### src/rtl/tcm_share_pkg.sv
// Package: shared source-select encoding and default sizes for the
// tightly-coupled memory sharing controller.
package tcm_share_pkg;

    localparam int DEF_AW = 18;
    localparam int DEF_DW = 32;

    // Which requester drives the SRAM in the current cycle.
    typedef enum logic [1:0] {
        SRC_NONE = 2'd0,
        SRC_CPU  = 2'd1,
        SRC_DMA  = 2'd2,
        SRC_HOLD = 2'd3
    } src_e;

endpackage

### src/rtl/tcm_wait_gen.sv
// Module: tcm_wait_gen
// Produces the processor wait output from two causes:
//  - a one-cycle penalty for nonsequential accesses, made by feeding the
//    "penalty already served" state back through a register;
//  - DMA ownership of the memory.
// A force flag makes the first access after reset, or after any DMA cycle,
// count as nonsequential.
// Assumes: the processor keeps its request stable while wait is high.
module tcm_wait_gen (
    input  logic clk,
    input  logic rst_n,
    input  logic dma_busy,
    input  logic cpu_pend,   // live request or held request pending
    input  logic cpu_seq,
    output logic cpu_wait,
    output logic cpu_go      // processor access issued this cycle
);

    logic pen_served_q;
    logic force_ns_q;
    logic ns_needed;
    logic ns_wait;

    // Decide whether this cycle is a penalty cycle, an issue cycle or a stall.
    always_comb begin
        ns_needed = cpu_pend && (!cpu_seq || force_ns_q);
        ns_wait   = !dma_busy && ns_needed && !pen_served_q;
        cpu_go    = !dma_busy && cpu_pend && !ns_wait;
        cpu_wait  = dma_busy || ns_wait;
    end

    // Remember that the penalty cycle has just been spent (loopback register).
    always_ff @(posedge clk) begin
        if (!rst_n) begin
            pen_served_q <= 1'b0;
        end else begin
            pen_served_q <= ns_wait;
        end
    end

    // Force nonsequential treatment after reset and after DMA activity.
    always_ff @(posedge clk) begin
        if (!rst_n) begin
            force_ns_q <= 1'b1;
        end else if (dma_busy) begin
            force_ns_q <= 1'b1;
        end else if (cpu_go) begin
            force_ns_q <= 1'b0;
        end
    end

endmodule

### src/rtl/tcm_capture_reg.sv
// Module: tcm_capture_reg
// Holds a processor request that was postponed because the DMA owned the
// memory: address, direction, write data and lanes. It is filled once and
// cleared when the replay is issued.
// Assumes: cap_en and rel_en are never high in the same cycle.
module tcm_capture_reg #(
    parameter int AW = 18,
    parameter int DW = 32,
    localparam int BW = DW / 8
) (
    input  logic          clk,
    input  logic          rst_n,
    input  logic          cap_en,
    input  logic          rel_en,
    input  logic          in_wr,
    input  logic [AW-1:0] in_addr,
    input  logic [DW-1:0] in_wdata,
    input  logic [BW-1:0] in_be,
    output logic          hold_valid,
    output logic          hold_wr,
    output logic [AW-1:0] hold_addr,
    output logic [DW-1:0] hold_wdata,
    output logic [BW-1:0] hold_be
);

    // Track whether a postponed request is waiting for replay.
    always_ff @(posedge clk) begin
        if (!rst_n) begin
            hold_valid <= 1'b0;
        end else if (cap_en) begin
            hold_valid <= 1'b1;
        end else if (rel_en) begin
            hold_valid <= 1'b0;
        end
    end

    // Latch the request fields at capture time.
    always_ff @(posedge clk) begin
        if (!rst_n) begin
            hold_wr    <= 1'b0;
            hold_addr  <= '0;
            hold_wdata <= '0;
            hold_be    <= '0;
        end else if (cap_en) begin
            hold_wr    <= in_wr;
            hold_addr  <= in_addr;
            hold_wdata <= in_wdata;
            hold_be    <= in_be;
        end
    end

endmodule

### src/rtl/tcm_mem_mux.sv
// Module: tcm_mem_mux
// Three-way selection of the SRAM controls from the live processor port,
// the DMA port or the capture register. Lane enables are forced to zero
// for reads and when no access is issued.
// Assumes: sel is SRC_NONE in cycles with no access.
module tcm_mem_mux
    import tcm_share_pkg::*;
#(
    parameter int AW = 18,
    parameter int DW = 32,
    localparam int BW = DW / 8,
    localparam int NSRC = 3
) (
    input  src_e          sel,
    input  logic          cpu_wr,
    input  logic [AW-1:0] cpu_addr,
    input  logic [DW-1:0] cpu_wdata,
    input  logic [BW-1:0] cpu_be,
    input  logic          dma_wr,
    input  logic [AW-1:0] dma_addr,
    input  logic [DW-1:0] dma_wdata,
    input  logic [BW-1:0] dma_be,
    input  logic          hold_wr,
    input  logic [AW-1:0] hold_addr,
    input  logic [DW-1:0] hold_wdata,
    input  logic [BW-1:0] hold_be,
    output logic          mem_cs,
    output logic          mem_we,
    output logic [AW-1:0] mem_addr,
    output logic [DW-1:0] mem_wdata,
    output logic [BW-1:0] mem_be
);

    logic [NSRC-1:0]         pick;
    logic [NSRC-1:0]         src_wr;
    logic [NSRC-1:0][AW-1:0] src_addr;
    logic [NSRC-1:0][DW-1:0] src_wdata;
    logic [NSRC-1:0][BW-1:0] src_be;

    // Pack the three sources into indexed arrays.
    always_comb begin
        pick[0] = (sel == SRC_CPU);
        pick[1] = (sel == SRC_DMA);
        pick[2] = (sel == SRC_HOLD);
        src_wr    = {hold_wr, dma_wr, cpu_wr};
        src_addr  = {hold_addr, dma_addr, cpu_addr};
        src_wdata = {hold_wdata, dma_wdata, cpu_wdata};
        src_be    = {hold_be, dma_be, cpu_be};
    end

    logic [NSRC-1:0]         g_wr;
    logic [NSRC-1:0][AW-1:0] g_addr;
    logic [NSRC-1:0][DW-1:0] g_wdata;
    logic [NSRC-1:0][BW-1:0] g_be;

    // One-hot AND-OR selection, one slice per source.
    for (genvar s = 0; s < NSRC; s++) begin : g_src
        assign g_wr[s]    = pick[s] & src_wr[s];
        assign g_addr[s]  = {AW{pick[s]}} & src_addr[s];
        assign g_wdata[s] = {DW{pick[s]}} & src_wdata[s];
        assign g_be[s]    = {BW{pick[s] & src_wr[s]}} & src_be[s];
    end

    // Merge the selected slice onto the SRAM controls.
    always_comb begin
        mem_cs    = |pick;
        mem_we    = |g_wr;
        mem_addr  = '0;
        mem_wdata = '0;
        mem_be    = '0;
        for (int s = 0; s < NSRC; s++) begin
            mem_addr  = mem_addr  | g_addr[s];
            mem_wdata = mem_wdata | g_wdata[s];
            mem_be    = mem_be    | g_be[s];
        end
    end

endmodule

### src/rtl/tcm_share_ctrl.sv
// Module: tcm_share_ctrl (top)
// Shares one single-port synchronous SRAM between a processor's
// tightly-coupled port and a DMA port. DMA has priority. A processor
// request that collides with DMA is captured and replayed as a
// nonsequential access once DMA stops. The wait output covers both the
// nonsequential penalty and DMA stalls.
// Assumes: the processor holds cpu_cs high until it sees cpu_wait low. The
// SRAM returns read data one cycle after the access.
module tcm_share_ctrl
    import tcm_share_pkg::*;
#(
    parameter int AW = DEF_AW,
    parameter int DW = DEF_DW,
    localparam int BW = DW / 8
) (
    input  logic          clk,
    input  logic          rst_n,
    input  logic          cpu_cs,
    input  logic          cpu_seq,
    input  logic          cpu_wr,
    input  logic [AW-1:0] cpu_addr,
    input  logic [DW-1:0] cpu_wdata,
    input  logic [BW-1:0] cpu_be,
    output logic [DW-1:0] cpu_rdata,
    output logic          cpu_wait,
    input  logic          dma_busy,
    input  logic          dma_wr,
    input  logic [AW-1:0] dma_addr,
    input  logic [DW-1:0] dma_wdata,
    input  logic [BW-1:0] dma_be,
    output logic [DW-1:0] dma_rdata,
    output logic          mem_cs,
    output logic          mem_we,
    output logic [AW-1:0] mem_addr,
    output logic [DW-1:0] mem_wdata,
    output logic [BW-1:0] mem_be,
    input  logic [DW-1:0] mem_rdata
);

    logic          hold_valid;
    logic          hold_wr;
    logic [AW-1:0] hold_addr;
    logic [DW-1:0] hold_wdata;
    logic [BW-1:0] hold_be;
    logic          cpu_pend;
    logic          cpu_go;
    logic          cap_en;
    logic          rel_en;
    src_e          sel;

    // Pending processor work is either the live port or the held copy.
    always_comb begin
        cpu_pend = cpu_cs || hold_valid;
        cap_en   = dma_busy && cpu_cs && !hold_valid;
        rel_en   = cpu_go && hold_valid;
    end

    // Pick the SRAM source for this cycle.
    always_comb begin
        if (dma_busy) begin
            sel = SRC_DMA;
        end else if (cpu_go) begin
            sel = hold_valid ? SRC_HOLD : SRC_CPU;
        end else begin
            sel = SRC_NONE;
        end
    end

    tcm_wait_gen u_wait (
        .clk      (clk),
        .rst_n    (rst_n),
        .dma_busy (dma_busy),
        .cpu_pend (cpu_pend),
        .cpu_seq  (cpu_seq),
        .cpu_wait (cpu_wait),
        .cpu_go   (cpu_go)
    );

    tcm_capture_reg #(.AW(AW), .DW(DW)) u_cap (
        .clk        (clk),
        .rst_n      (rst_n),
        .cap_en     (cap_en),
        .rel_en     (rel_en),
        .in_wr      (cpu_wr),
        .in_addr    (cpu_addr),
        .in_wdata   (cpu_wdata),
        .in_be      (cpu_be),
        .hold_valid (hold_valid),
        .hold_wr    (hold_wr),
        .hold_addr  (hold_addr),
        .hold_wdata (hold_wdata),
        .hold_be    (hold_be)
    );

    tcm_mem_mux #(.AW(AW), .DW(DW)) u_mux (
        .sel        (sel),
        .cpu_wr     (cpu_wr),
        .cpu_addr   (cpu_addr),
        .cpu_wdata  (cpu_wdata),
        .cpu_be     (cpu_be),
        .dma_wr     (dma_wr),
        .dma_addr   (dma_addr),
        .dma_wdata  (dma_wdata),
        .dma_be     (dma_be),
        .hold_wr    (hold_wr),
        .hold_addr  (hold_addr),
        .hold_wdata (hold_wdata),
        .hold_be    (hold_be),
        .mem_cs     (mem_cs),
        .mem_we     (mem_we),
        .mem_addr   (mem_addr),
        .mem_wdata  (mem_wdata),
        .mem_be     (mem_be)
    );

    // Registered SRAM read data goes to both requesters.
    always_comb begin
        cpu_rdata = mem_rdata;
        dma_rdata = mem_rdata;
    end

endmodule

### config.mk
export PLATFORM = sky130hd
export DESIGN_NAME = tcm_share_ctrl
export DESIGN_NICKNAME = d
export VERILOG_FILES = /design/src/rtl/tcm_share_pkg.sv /design/src/rtl/tcm_wait_gen.sv /design/src/rtl/tcm_capture_reg.sv /design/src/rtl/tcm_mem_mux.sv /design/src/rtl/tcm_share_ctrl.sv
export SDC_FILE = /design/constraint.sdc
export NUM_CORES = 1
export LEC_CHECK = 0
export CELL_PAD_IN_SITES_DETAIL_PLACEMENT = 1
export CELL_PAD_IN_SITES_GLOBAL_PLACEMENT = 1
export CORE_ASPECT_RATIO = 0.5
export CORE_UTILIZATION = 25
export CTS_CLUSTER_SIZE = 28
export DETAILED_ROUTE_END_ITERATION = 6
export HOLD_SLACK_MARGIN = 0.08
export PLACE_DENSITY_LB_ADDON = 0.1
export SETUP_SLACK_MARGIN = 0.05
export SLEW_MARGIN = 40
export SYNTH_ARGS = -nofsm -noshare
export SYNTH_HDL_FRONTEND = slang
export SYNTH_SLANG_ARGS = --single-unit
### constraint.sdc
create_clock -name clk -period 2.8 [get_ports clk]
set_clock_uncertainty 0.05 [all_clocks]
set_input_delay 0.56 -clock clk [delete_from_list [all_inputs] [get_ports clk]]
set_output_delay 0.56 -clock clk [all_outputs]
set_load 0.1 [all_outputs]
# Yosys cells after proc, flatten, opt, wreduce, memory -nomap -nowiden
# Index checks and enable logic that the tools add are counted.
word_totals:
  reg_bits: 58
  input_bits: 147
  output_inout_bits: 121
  wordCells: 54
classes:
  n_mux: 5
  bitwise_logic: 19
  reduce_logical: 20
  eq_ne: 3
op_table:
  columns: ["cell", "count"]
  rows:
  - ["$and A32 B32 Y32", 3]
  - ["$or A32 B32 Y32", 2]
  - ["$and A18 B18 Y18", 3]
  - ["$or A18 B18 Y18", 2]
  - ["$and A4 B4 Y4", 3]
  - ["$logic_and A1 B1 Y1", 8]
  - ["$or A4 B4 Y4", 2]
  - ["$mux W2", 3]
  - ["$reduce_or A3 Y1", 2]
  - ["$logic_not A1 Y1", 5]
  - ["$eq A2 B2 Y1 const B", 2]
  - ["$and A1 B1 Y1", 3]
  - ["$logic_or A1 B1 Y1", 3]
  - ["$eq A2 B1 Y1 const B", 1]
  - ["$mux W1", 2]
  - ["$reduce_bool A2 Y1", 1]
  - ["$reduce_or A2 Y1", 1]
  - ["$not A1 Y1", 1]

# Depth between registers and ports, before layout
depth:
  depth_word: 14
  mapped_depth: 6
  depth_no_buf: 3

# Hierarchy
# Synthesis repeated with hierarchy kept, for this count alone.
hier_totals:
  cells_unflattened: 393
  area_unflattened_um2: 4062.6
by_module_without_submodules:
  columns: ["module", "instances", "area_per_inst_um2", "cells_each", "seq_area_each_um2"]
  rows:
  - ["tcm_capture_reg", 1, 2152.1, 180, 1121.1]
  - ["tcm_mem_mux", 1, 1282.5, 132, 0.0]
  - ["tcm_share_ctrl", 1, 519.2, 69, 0.0]
  - ["tcm_wait_gen", 1, 108.9, 12, 40.0]

# Worst setup path after synthesis
# OpenSTA, ideal clock, no wires.
synth_path:
  path_kind: "input port to output port"
  startpoint: "input cpu_seq"
  endpoint: "output cpu_wait"
  path_slack_ps: 37
  required_ps: 2190
  n_path_buf: 0
  cell_stages: 3
  arrival_ps: 2153
  path_cell_list: "nand2b_4 > nand2_1 > o21bai_1"
synth_between:
  elab_chain_cells: 6
synth_lines:
  columns: ["item", "line_no", "text"]
  rows:
  - ["start, declared", "tcm_share_ctrl.sv:19", "input logic cpu_seq,"]
  - ["$logic_not A1 Y1", "tcm_wait_gen.sv:26", "ns_needed = cpu_pend && (!cpu_seq || force_ns_q);"]
  - ["$logic_or A1 B1 Y1", "tcm_wait_gen.sv:26", null]
  - ["$logic_and A1 B1 Y1", "tcm_wait_gen.sv:26", null]
  - ["$logic_and A1 B1 Y1 (2 in a row)", "tcm_wait_gen.sv:27", "ns_wait = !dma_busy && ns_needed && !pen_served_q;"]
  - ["$logic_or A1 B1 Y1", "tcm_wait_gen.sv:29", "cpu_wait = dma_busy || ns_wait;"]
  - ["end, declared", "tcm_share_ctrl.sv:25", "output logic cpu_wait,"]
# No other way between the ends.

# Worst setup path in the final report
layout_path:
  startpoint: "register u_wait.force_ns_q"
  endpoint: "output mem_wdata[5]"
layout_between:
  elab_chain_cells: 12
  elab_cells_between_ends: 16
  cone_classes: "eq/ne: 3; mux: 2; bitwise: 5; reduce/logical: 6"
layout_lines:
  columns: ["item", "line_no", "text"]
  rows:
  - ["start, declared", "tcm_wait_gen.sv:20", "logic force_ns_q;"]
  - ["start signal, assigned", "tcm_wait_gen.sv:44", "force_ns_q <= 1'b1;"]
  - ["start signal, assigned", "tcm_wait_gen.sv:46", "force_ns_q <= 1'b1;"]
  - ["start signal, assigned", "tcm_wait_gen.sv:48", "force_ns_q <= 1'b0;"]
  - ["$logic_or A1 B1 Y1 *", "tcm_wait_gen.sv:26", null]
  - ["$logic_and A1 B1 Y1 *", "tcm_wait_gen.sv:26", null]
  - ["$logic_and A1 B1 Y1 * (2 in a row)", "tcm_wait_gen.sv:27", null]
  - ["$logic_not A1 Y1 *", "tcm_wait_gen.sv:28", "cpu_go = !dma_busy && cpu_pend && !ns_wait;"]
  - ["$logic_and A1 B1 Y1 *", "tcm_wait_gen.sv:28", null]
  - ["$mux W2 *", "tcm_share_ctrl.sv:62", "end else if (cpu_go) begin"]
  - ["$mux W2 *", "tcm_share_ctrl.sv:60", "if (dma_busy) begin"]
  - ["$eq A2 B1 Y1 or $eq A2 B2 Y1 (tied branches)", "tcm_mem_mux.sv:42, tcm_mem_mux.sv:43", null]
  - ["$and A32 B32 Y32", "tcm_mem_mux.sv:60", "assign g_wdata[s] = {DW{pick[s]}} & src_wdata[s];"]
  - ["$or A32 B32 Y32", "tcm_mem_mux.sv:73", "mem_wdata = mem_wdata | g_wdata[s];"]
  - ["$or A32 B32 Y32 *", "tcm_mem_mux.sv:73", null]
  - ["end, declared", "tcm_share_ctrl.sv:35", "output logic [DW-1:0] mem_wdata,"]
# Every way passes the cells marked *; elsewhere a longest branch is shown, timed or not.

==> flow_summary.yaml <==
synthesis:
  synthTopCellsByArea: "dfxtp_1 31%, a221o_1 15%, buf_4 13%"
  synth_top_area_share_pct: 31.3
  synthCells: 454
  synth.most_common_cell: "nand2_1"
  synth_area_sq_mm: 0.00371
  synthArstFlopShare_pct: 0
  syn_nets: 601
  ys.flop_type: "dfxtp_1"
  post-synth-top-area-cell: "dfxtp_1"
  yosysWarnings: 0
  ys_seq_area_share_pct: 31.3
  synth.distinct_cells: 27
  ys_ff_latch: 58
  syn_avg_cell_area_sq_um: 8.18
  yosys-top-cells-count: "112 x nand2_1, 64 x buf_4, 58 x dfxtp_1"
  synth_edf_count: 0
clock_network:
  cts_hold_buf: 0
  clkSlewWorstSetupHoldPaths_ns: 0.05
  cts_buffers: 9
  cts.sinks: 58
  clk_latency_ns: 0.32
  cts_root_buf: "clkbuf_16"
  cts_buffer_depth: 2
  htreeDepth: 3
  cts_tree: "built"
placement:
  globalplace.congestion: 0.693
  dp.cells: 745
  hpwl_um: 9700
  portBuffers: 171
  placed_cell_area_sq_mm: 0.00580
critical_path:
  crit_type: "flop to output pin"
  crit_start: "u_wait.force_ns_q$_SDFFE_PP1N_"
  worst_ep_arrival_time_ns: 2.01
  r2r-end: "u_cap.hold_wdata[19]$_SDFFE_PN0P_"
  required_ns: 2.19
  r2r_slack_ns: 1.30
  r2r_start: "u_cap.hold_valid$_SDFFE_PN0P_"
  crit_fanout: 15
  endpoint: "mem_wdata[5]"
  critPathLaunchType: "flop"
  cp-end-kind: "output pin"
  r2r_cells: 4
detailed_routing:
  dr.pass1.iters: 5
  drc: 0
  drt_iter0_markers: 133
  via_count: 3574
  vias_per_cell: 4.68
  postRouteAntennaNets: 0
  drt_wl_total_um: 13300
  detail_route.wl_per_cell_um: 17.4
pwr:
  clockPowerShare_pct: 34.4
  power.total_mw: 2.90
  p_leak_nw: 2.37
  switching_share_pct: 33.1
  power.switching_uw: 960
  ir_drop_v: 0.000243
  cellPowerDensity_mw_per_mm2: 473
  power_frac_comb_pct: 34.9
  seq_power_share_pct: 30.7
  p_int_mw: 1.94
sta:
  fmax_mhz: 382
  hold_viol: 0
  fin_setup_tns_ns: 0
  fin_crit_sh_pct: 93.6
  holdWs_ns: 0.404
  layout_min_cycle_time_ns: 2.62
  rsz0062_at_grt: "no"
  relSlewSlack_pct: 61.9
  finalSetupViolations: 0
  drv_slew: 0
  worst_slew_pin_slew_ns: 0.572
status:
  outcome: "finished clean"
global_routing:
  grt_max_degree: 59
  grt_usage_pct: 17.1
  grt_pass1_wl_um: 20300
  grt-ovfl-total: 0
  first_global_vias: 3673
  antenna_found_initial: 0
layout:
  drive_above_1_share_pct: 18.9
  final-seq-area_sq_mm: 0.00116
  multi_input_area_sq_mm: 0.00189
  synthToLayoutAreaGrowth_pct: 65.2
  n_antenna_cell: 0
  final_nets: 709
  instances_no_fill: 764
  fin_area_sq_mm: 0.00613
  fillCellCount: 1630
hold_path:
  hold_class: "flop to flop"
  whs_path_depth: 2
  hold_start: "u_cap.hold_wdata[5]$_SDFFE_PN0P_"
run:
  max-cap-violations: 0
die:
  die-width_um: 174
  die_height_um: 88.2
  floorplan.initialDensity_pct: 25.7
  core_sq_mm: 0.0145
  num_io_pins: 268
  rows: 31
  dieArea_sq_mm: 0.0154
[worst min-delay path by stage]
stage | to
after detailed placement | u_cap.hold_wdata[7]$_SDFFE_PN0P_
after CTS | u_cap.hold_wdata[7]$_SDFFE_PN0P_
after global placement | u_cap.hold_wdata[7]$_SDFFE_PN0P_
after global routing | u_cap.hold_wdata[7]$_SDFFE_PN0P_
after floorplan | u_cap.hold_be[0]$_SDFFE_PN0P_
final | u_cap.hold_wdata[5]$_SDFFE_PN0P_
[power by group through the flow]
| stage | clock, mW | sequential, mW | combinational, mW |
|---|---|---|---|
| after floorplan | 0 | 0.899 | 0.991 |
| after global placement | 0 | 0.907 | 1.01 |
| after detailed placement | 0 | 0.907 | 1.01 |
| after CTS | 1.03 | 0.890 | 1.02 |
| after global routing | 1.08 | 0.894 | 1.06 |
| final | 0.996 | 0.890 | 1.01 |
[placed cells by master, fill, tap and decap left out, types with 3 or more instances in the layout]
cell type / count
a21boi_0: 5
a21boi_1: 50
a21oi_1: 3
a221o_1: 54
and2_1: 50
and3_1: 4
buf_12: 63
buf_4: 17
clkbuf_16: 9
clkdlybuf4s50_1: 110
clkinv_2: 3
dfxtp_1: 58
nand2_1: 112
nand3b_1: 3
[repair_timing]
item	CTS	global route
gates resized for setup	2	4
buffers inserted	2	1
endpoints found under the setup margin	54	20
gates cloned	1	0
pin swaps	3	2
[kinds of logic after synthesis]
kind of cell	count (synthesis)	share of synthesized area [%]
compound gates	119	28.1
buf+inv	102	18.2
flops	58	31.3
simple gates	175	22.3
[worst max-delay path: stages (launching register included)]
cell	delay (ns)
dfxtp_1	0.30
nand2b_4	0.17
a2111oi_4	0.40
buf_4	0.17
buf_4	0.12
buf_12	0.14
a221o_1	0.20
buf_12	0.19
[registers in the layout, indices dropped and copies added (netlist names)]
register             cells
u_cap.hold_valid         1
u_wait.pen_served_q      1
u_cap.hold_wdata        32
u_cap.hold_be            4
u_cap.hold_wr            1
u_cap.hold_addr         18
u_wait.force_ns_q        1
[stage by stage]
stage,util (%),setup WS [ns]
6_report,42.4,0.180
5_1_grt,42.4,0.0529
4_1_cts,42.3,0.109
3_5_place_dp,40.1,-0.124
3_3_place_gp,40.1,-0.111
2_1_floorplan,-,0.0640
[routing by layer]
metal | GRT usage [%] | up-vias | part of all wire, % | routed length (um)
met5 | 0.298 | - | 0 | 0
met2 | 29.9 | 122 | 49 | 6540
met4 | 4.63 | 0 | 1.2 | 164
met1 | 20.4 | 1695 | 43 | 5700
met3 | 5.51 | 23 | 6.8 | 903
li1 | - | 1734 | - | -
[area by class of cell]
cell class                      count  area share, %
Timing Repair Buffer              196           41.6
Multi-Input combinational cell    294           30.8
Sequential cell                    58           18.9
Clock buffer                       12           4.18
Tap cell                          198           4.04
Clock inverter                      3          0.245
Inverter                            3          0.184
Power figures use the tool's default switching activity.
